===== src/rtl/clkstop_pkg.sv =====
package clkstop_pkg;

  // Drive state of one differential pair.
  typedef struct packed {
    logic p;
    logic n;
    logic p_oe;
    logic n_oe;
  } leg_t;

  // Idle level of the active-low request inputs.
  localparam logic REQ_IDLE = 1'b1;

  // Parked state for a given drive mode: 0 keeps true leg driven high.
  function automatic leg_t park_legs(input logic tri_mode);
    leg_t r;
    r.p    = ~tri_mode;
    r.n    = 1'b0;
    r.p_oe = ~tri_mode;
    r.n_oe = 1'b0;
    return r;
  endfunction

endpackage


===== src/rtl/clkstop_req_qual.sv =====
// Synchronizes one asynchronous request and accepts a new level only after
// it holds for QUAL_SAMPLES consecutive qualification ticks.
module clkstop_req_qual #(
  parameter int   SYNC_STAGES  = 2,
  parameter int   QUAL_SAMPLES = 2,
  parameter logic IDLE_LVL     = 1'b1
) (
  input  logic clk,
  input  logic rst,
  input  logic tick,
  input  logic req_async,
  output logic level_o
);
  localparam int HW = QUAL_SAMPLES - 1;

  logic [SYNC_STAGES-1:0] sync_q;
  logic [HW-1:0]          hist_q;
  logic                   synced;

  assign synced = sync_q[SYNC_STAGES-1];

  always_ff @(posedge clk) begin
    if (rst) sync_q <= {SYNC_STAGES{IDLE_LVL}};
    else     sync_q <= {sync_q[SYNC_STAGES-2:0], req_async};
  end

  always_ff @(posedge clk) begin
    if (rst) begin
      hist_q  <= {HW{IDLE_LVL}};
      level_o <= IDLE_LVL;
    end else if (tick) begin
      if (hist_q == {HW{synced}}) level_o <= synced;
      hist_q <= (hist_q << 1) | HW'(synced);
    end
  end
endmodule


===== src/rtl/clkstop_park_seq.sv =====
// Decides the cycles at which stoppable pairs halt or resume and at which
// all pairs enter or leave power-down parking.
module clkstop_park_seq (
  input  logic clk,
  input  logic rst,
  input  logic phase,
  input  logic stop_act,
  input  logic pd_act,
  input  logic stop_tri,
  output logic halted_o,
  output logic pd_parked_o
);
  logic next_ph;
  logic stop_park_lvl;

  assign next_ph       = ~phase;
  assign stop_park_lvl = ~stop_tri;

  always_ff @(posedge clk) begin
    if (rst) begin
      halted_o    <= 1'b0;
      pd_parked_o <= 1'b0;
    end else begin
      // Halt or resume only where the running phase meets the park level.
      if (next_ph == stop_park_lvl) halted_o <= stop_act;
      // Power-down changes at the complement leg's falling transition.
      if (next_ph) pd_parked_o <= pd_act;
    end
  end
endmodule


===== src/rtl/clkstop_pair_drive.sv =====
module clkstop_pair_drive
  import clkstop_pkg::*;
(
  input  logic phase,
  input  logic halted,
  input  logic pd_parked,
  input  logic stoppable,
  input  logic enable,
  input  logic stop_tri,
  input  logic pd_tri,
  output leg_t legs_o
);
  always_comb begin
    if (!enable)                 legs_o = '0;
    else if (pd_parked)          legs_o = park_legs(pd_tri);
    else if (halted && stoppable) legs_o = park_legs(stop_tri);
    else begin
      legs_o.p    = phase;
      legs_o.n    = ~phase;
      legs_o.p_oe = 1'b1;
      legs_o.n_oe = 1'b1;
    end
  end
endmodule


===== src/rtl/clkstop_ctrl.sv =====
module clkstop_ctrl
  import clkstop_pkg::*;
#(
  parameter int NUM_PAIRS    = 4,
  parameter int SYNC_STAGES  = 2,
  parameter int QUAL_SAMPLES = 2
) (
  input  logic                 clk,
  input  logic                 rst,
  input  logic                 stop_req_n_i,
  input  logic                 pd_req_n_i,
  input  logic [NUM_PAIRS-1:0] oe_pin_i,
  input  logic                 oe_pol_i,
  input  logic [NUM_PAIRS-1:0] cfg_en_i,
  input  logic [NUM_PAIRS-1:0] cfg_stoppable_i,
  input  logic                 cfg_stop_tri_i,
  input  logic                 cfg_pd_tri_i,
  output logic [NUM_PAIRS-1:0] out_p_o,
  output logic [NUM_PAIRS-1:0] out_n_o,
  output logic [NUM_PAIRS-1:0] out_p_oe_o,
  output logic [NUM_PAIRS-1:0] out_n_oe_o
);
  logic phase;
  logic pol_q;
  logic stop_lvl, pd_lvl;
  logic halted, pd_parked;

  // Free-running output phase; the complement rises when phase is 1 here.
  always_ff @(posedge clk) begin
    if (rst) phase <= 1'b0;
    else     phase <= ~phase;
  end

  // Polarity select follows the pin only while reset is held.
  always_ff @(posedge clk) begin
    if (rst) pol_q <= oe_pol_i;
  end

  clkstop_req_qual #(
    .SYNC_STAGES(SYNC_STAGES), .QUAL_SAMPLES(QUAL_SAMPLES), .IDLE_LVL(REQ_IDLE)
  ) u_stop_qual (
    .clk(clk), .rst(rst), .tick(phase), .req_async(stop_req_n_i), .level_o(stop_lvl)
  );

  clkstop_req_qual #(
    .SYNC_STAGES(SYNC_STAGES), .QUAL_SAMPLES(QUAL_SAMPLES), .IDLE_LVL(REQ_IDLE)
  ) u_pd_qual (
    .clk(clk), .rst(rst), .tick(phase), .req_async(pd_req_n_i), .level_o(pd_lvl)
  );

  clkstop_park_seq u_seq (
    .clk(clk), .rst(rst), .phase(phase),
    .stop_act(~stop_lvl), .pd_act(~pd_lvl), .stop_tri(cfg_stop_tri_i),
    .halted_o(halted), .pd_parked_o(pd_parked)
  );

  for (genvar g = 0; g < NUM_PAIRS; g++) begin : g_pair
    logic pair_en;
    leg_t legs;
    assign pair_en = cfg_en_i[g] & (oe_pin_i[g] ^ pol_q);

    clkstop_pair_drive u_drv (
      .phase(phase), .halted(halted), .pd_parked(pd_parked),
      .stoppable(cfg_stoppable_i[g]), .enable(pair_en),
      .stop_tri(cfg_stop_tri_i), .pd_tri(cfg_pd_tri_i), .legs_o(legs)
    );

    assign out_p_o[g]    = legs.p;
    assign out_n_o[g]    = legs.n;
    assign out_p_oe_o[g] = legs.p_oe;
    assign out_n_oe_o[g] = legs.n_oe;
  end
endmodule


===== config.mk =====
export PLATFORM = sky130hd
export DESIGN_NAME = clkstop_ctrl
export DESIGN_NICKNAME = d
export VERILOG_FILES = /design/src/rtl/clkstop_pkg.sv /design/src/rtl/clkstop_req_qual.sv /design/src/rtl/clkstop_park_seq.sv /design/src/rtl/clkstop_pair_drive.sv /design/src/rtl/clkstop_ctrl.sv
export SDC_FILE = /design/constraint.sdc
export NUM_CORES = 1
export LEC_CHECK = 0
export BUFFER_PORTS_ARGS = -buffer_cell sky130_fd_sc_hd__buf_2
export CORE_UTILIZATION = 47
export DETAILED_ROUTE_END_ITERATION = 16
export MAX_ROUTING_LAYER = met4
export PLACE_DENSITY = 0.81
export SYNTH_ARGS = -nofsm -noshare
export SYNTH_HDL_FRONTEND = slang
export SYNTH_HIERARCHICAL = 1
export SYNTH_SLANG_ARGS = --single-unit

===== constraint.sdc =====
create_clock -name clk -period 2.75 [get_ports clk]
set_clock_uncertainty 0.05 [all_clocks]
set_input_delay 0.55 -clock clk [delete_from_list [all_inputs] [get_ports clk]]
set_output_delay 0.55 -clock clk [all_outputs]
set_load 0.02 [all_outputs]

# Word-level counts from Yosys, hierarchy flattened
# Index checks and enable logic that the tools add are counted.
[totals] out_inout_bits=16 inputBits=19 ff_bits=12 wordCells=44
[classes] bitwise=13 eq_ne=3 n_reduce_logical=6 muxes=12
[ops] cell="2-to-1 mux 4 bit" n=12
[ops] cell="NOT 1 bit" n=5
[ops] cell="bitwise AND 1 bit" n=4
[ops] cell="logical AND 1 bit" n=4
[ops] cell="AND reduction 2 bit" n=2
[ops] cell="bitwise XOR 1 bit" n=4
[ops] cell="equality test 1 bit" n=3

# Depth between registers and ports, before layout
[logic_depth] depth_word=4 ltp_mapped=4 mapped_depth_nobuf=4

# Hierarchy
# Netlist, hierarchy kept.
[by_module_without_submodules] mod="clkstop_req_qual" cells_per_inst=12 instances=2 area_per_inst_um2=131.4
[by_module_without_submodules] mod="clkstop_pair_drive" cells_per_inst=7 instances=4 area_per_inst_um2=63.8
[by_module_without_submodules] mod="clkstop_ctrl" cells_per_inst=13 instances=1 area_per_inst_um2=121.4
[by_module_without_submodules] mod="clkstop_park_seq" cells_per_inst=8 instances=1 area_per_inst_um2=85.1

# Worst setup path after synthesis
# OpenSTA, ideal clock, no wires.
[synth_timing] path_kind="input to output" startpoint="input port oe_pin_i[0]" endpoint="output port out_n_oe_o[0]" slack_ns=0.807 path_stages=3 arrival_time_ns=1.343 path_buffers=0 cell_sequence="xor2_1 -> and2_1 -> nor3b_1"
[synth_via] elab_chain_len=3
[synth_lines] item="start: declaration" line="clkstop_ctrl.sv:12" text="input logic [NUM_PAIRS-1:0] oe_pin_i,"
[synth_lines] item="bitwise XOR 1 bit" line="clkstop_ctrl.sv:60" text="assign pair_en = cfg_en_i[g] & (oe_pin_i[g] ^ pol_q);"
[synth_lines] item="bitwise AND 1 bit" line="clkstop_ctrl.sv:60"
[synth_lines] item="via g_pair[0].pair_en" line="clkstop_ctrl.sv:58" text="logic pair_en;"
[synth_lines] item="2-to-1 mux 4 bit" line="clkstop_pair_drive.sv:14" text="if (!enable) legs_o = '0;"
[synth_lines] item="end: declaration" line="clkstop_ctrl.sv:21" text="output logic [NUM_PAIRS-1:0] out_n_oe_o"
# The timed path passes the listed nets, and every way through them passes these cells.

# Worst setup path in the final report
[layout_timing] startpoint="register pol_q" endpoint="output port out_p_o[3]"
[layout_via] elab_chain_len=3
[layout_lines] item="start: declaration" line="clkstop_ctrl.sv:24" text="logic pol_q;"
[layout_lines] item="start signal: assignment" line="clkstop_ctrl.sv:36" text="if (rst) pol_q <= oe_pol_i;"
[layout_lines] item="bitwise XOR 1 bit" line="clkstop_ctrl.sv:60"
[layout_lines] item="bitwise AND 1 bit" line="clkstop_ctrl.sv:60"
[layout_lines] item="via g_pair[3].pair_en" line="clkstop_ctrl.sv:58"
[layout_lines] item="2-to-1 mux 4 bit" line="clkstop_pair_drive.sv:14"
[layout_lines] item="end: declaration" line="clkstop_ctrl.sv:18" text="output logic [NUM_PAIRS-1:0] out_p_o,"
# The timed path passes the listed nets, and every way through them passes these cells.

==> metrics.md <==
| Metric | Value |
|---|---|
| CP peak stage delay | 0.48 ns |
| Cells after DPL | 122 |
| Overall global routing resource usage | 16.8% |
| CTS-repair resized insts | 0 |
| Seq/Total Area, Yosys | 34.5% |
| CP top delay family | flip-flops |
| Grt ovf | 0 |
| WL/cell | 10.9 µm |
| Antenna-violating nets left | 0 |
| GPL Wtd Cong | 0.633 |
| Post-synth cell types | 20 |
| Power Total | 0.427 mW |
| Unrepaired setup endpoints after global routing | no |
| Clock Tree Buf Depth | 2 |
| Multi-input logic area | 467 µm² |
| Initial antenna violation count | 0 |
| Clock sinks | 12 |
| Core area | 1370 µm² |
| Worst-Skew Late Latency | 0.26 ns |
| Rows | 13 |
| Hold crit path type | flop to flop |
| Slew Viols, Final | 0 |
| Setup TNS | 0 ns |
| Die ar. | 1700 µm² |
| Layout Nets | 131 |
| Critical path buffers and inverters | 1 |
| Post-CTS Setup Bufs | 0 |
| DP Worst Slack | 0.633 ns |
| Final Non-Filler Cells | 126 |
| FF-to-FF setup slack | 1.41 ns |
| CTS Hold Bufs | 0 |
| P_leak | 0.478 nW |
| #FFs+latches synth | 12 |
| Syn Nets | 92 |
| Pwr Density | 449 nW/µm² |
| FMAX | 438 MHz |
| Final hold vios | 0 |
| Wirelength, routed | 1370 µm |
| Outcome | finished clean |
| Vias in the first global route | 489 |
| CTS tree | done |
| IO Count | 35 |
| Clk slew on worst S/H paths | 0.07 ns |
| Root buffer cell | clkbuf_4 |
| Worst Max-Slew Pin Slew | 0.749 ns |
| Register area | 250 µm² |
| CP Cell Sequence | xor2_1 > and2_1 > a21boi_0 > o311a_1 > buf_2 |
| Synth Instances | 73 |
| TritonCTS buffer count | 3 |
| Fin crit period | 2.28 ns |
| Synth Cell Area | 724 µm² |
| Chip Width | 41.3 µm |
| Largest net degree at the start of global routing | 22 |
| N_diodes | 0 |
| Die height | 41.3 µm |
| Required time worst endpoint | 2.15 ns |
| Maxcap violations | 0 |
| Area delta synth->final | 31.1% |
| Final design utilization | 69.5% |
| Maximum vdd drop | 0.000349 V |
| Number of port buffers | 34 |
| Worst slew margin | 50.0% |
| H-tree depth | 1 |
| Starting DRT DRC Count | 5 |
| CP endpoint kind | output port |
| Total number of vias | 659 |
| Syn. warnings | 6 |
| # fillers | 126 |
| Setup WS post-layout | 0.469 ns |
| Crit path kind | flop to output port |
| Arrival @ worst endpoint | 1.68 ns |
| Starting Density | 53.0% |
| TritonRoute pass-1 iters | 3 |
| CP max stage cell | edfxtp_1 |
| Drt drc | 0 |
| Synth Area per Inst | 9.92 µm² |
| Final setup viols | 0 |
| DR vias/cell | 5.23 |
| Tcrit/Tclk final | 82.9% |
| CP max FO | 4 |
| First-pass GRT wire length | 1800 µm |
| Startpoint types | flop |
| Hpwl dp | 1040 µm |
| Share of cells above drive strength 1 | 45.0% |
## worst paths after layout
kind                                           from             endpoint  depth (start not counted)
worst min-delay path            u_pd_qual/sync_q[0]  u_pd_qual/sync_q[1]                          1
worst max register to register                phase    u_pd_qual/level_o                          3
worst min register to register  u_pd_qual/sync_q[0]  u_pd_qual/sync_q[1]                          1
worst max-delay path                          pol_q           out_p_o[3]                          5
## logic make-up (layout without fill, tap and decap cells)
kind of cell              after synthesis  after routing  share of synthesized area, %
buffers and inverters                   2             40                          1.04
and+or+nand+nor                        36             36                          38.7
muxes                                   2              2                          2.76
DFF                                    12             12                          34.5
AOI/OAI and AO/OA                      16             16                          16.9
xor gates and xnor gates                5              5                          6.04
## cell usage in the layout, fill, tap and decap left out
master    netlist  routed
and2_1          8       8
and2_4          4       4
edfxtp_1        1       1
nor4b_2         4       4
xnor2_1         1       1
o21bai_1        2       2
xor2_1          4       4
nor2b_1         2       2
clkbuf_4        0       3
or2_2           4       4
buf_2           0      34
mux2i_1         2       2
dfxtp_1        11      11
nor2_1          2       2
o311a_1         4       4
a21boi_0        4       4
a211o_1         2       2
nor3b_1         4       4
nand2b_1        4       4
a21oi_1         4       4
clkbuf_8        0       1
nand4b_1        4       4
inv_1           2       2
## synthesized netlist by cell type (all sizes together)
cell / number / share of area [%]
dfxtp: 11 / 30
mux2i: 2 / 2.8
a21boi: 4 / 4.1
inv: 2 / 1.0
a211o: 2 / 2.4
xnor2: 1 / 1.2
nand4b: 4 / 4.8
nor2b: 2 / 1.7
nor2: 2 / 1.0
and2: 12 / 12
edfxtp: 1 / 4.1
o311a: 4 / 5.5
o21bai: 2 / 2.1
or2: 4 / 3.5
nand2b: 4 / 3.5
nor3b: 4 / 4.1
xor2: 4 / 4.8
a21oi: 4 / 2.8
nor4b: 4 / 8.3
## report_power, final
part | switching, mW | internal, mW | leakage, nW | total, mW
registers | 0.0109 | 0.184 | 0.100 | 0.194
logic | 0.0508 | 0.0492 | 0.357 | 0.100
clock network | 0.0519 | 0.0803 | 0.0210 | 0.132
total | 0.114 | 0.313 | 0.478 | 0.427
## flip-flops by register name, summed over array words and instances, names as in the netlist
register and cells:
u_pd_qual/hist_q 1, u_seq/halted_o 1, u_seq/pd_parked_o 1, u_stop_qual/level_o 1, u_pd_qual/level_o 1, u_stop_qual/hist_q 1
u_stop_qual/sync_q 2, phase 1, u_pd_qual/sync_q 2, pol_q 1
## through the flow
stage / area (µm²) / hold WS [ns]
final: 950 / 0.381
after global routing: 950 / 0.391
after CTS: 950 / 0.382
after detailed placement: 913 / 0.368
after global placement: 913 / 0.345
after floorplan: 724 / 0.342
## per-layer routing
metal | track usage, % | up-vias | share of wire [%] | wire length (µm)
met5 | - | - | 0 | 0
met1 | 15.7 | 290 | 44 | 597
met3 | 3.26 | 2 | 7.4 | 101
met2 | 31.3 | 23 | 48 | 662
met4 | 9.68 | 0 | 0.80 | 11
li1 | - | 344 | - | -
## layout make-up
| class | instances | share of cell area [%] |
|---|---|---|
| tap | 15 | 1.98 |
| multi-input combinational | 59 | 49.1 |
| inverter | 2 | 0.791 |
| timing repair buffer | 34 | 17.9 |
| clock buffer | 4 | 3.82 |
| sequential | 12 | 26.4 |
(Power assumes the default switching activity.)
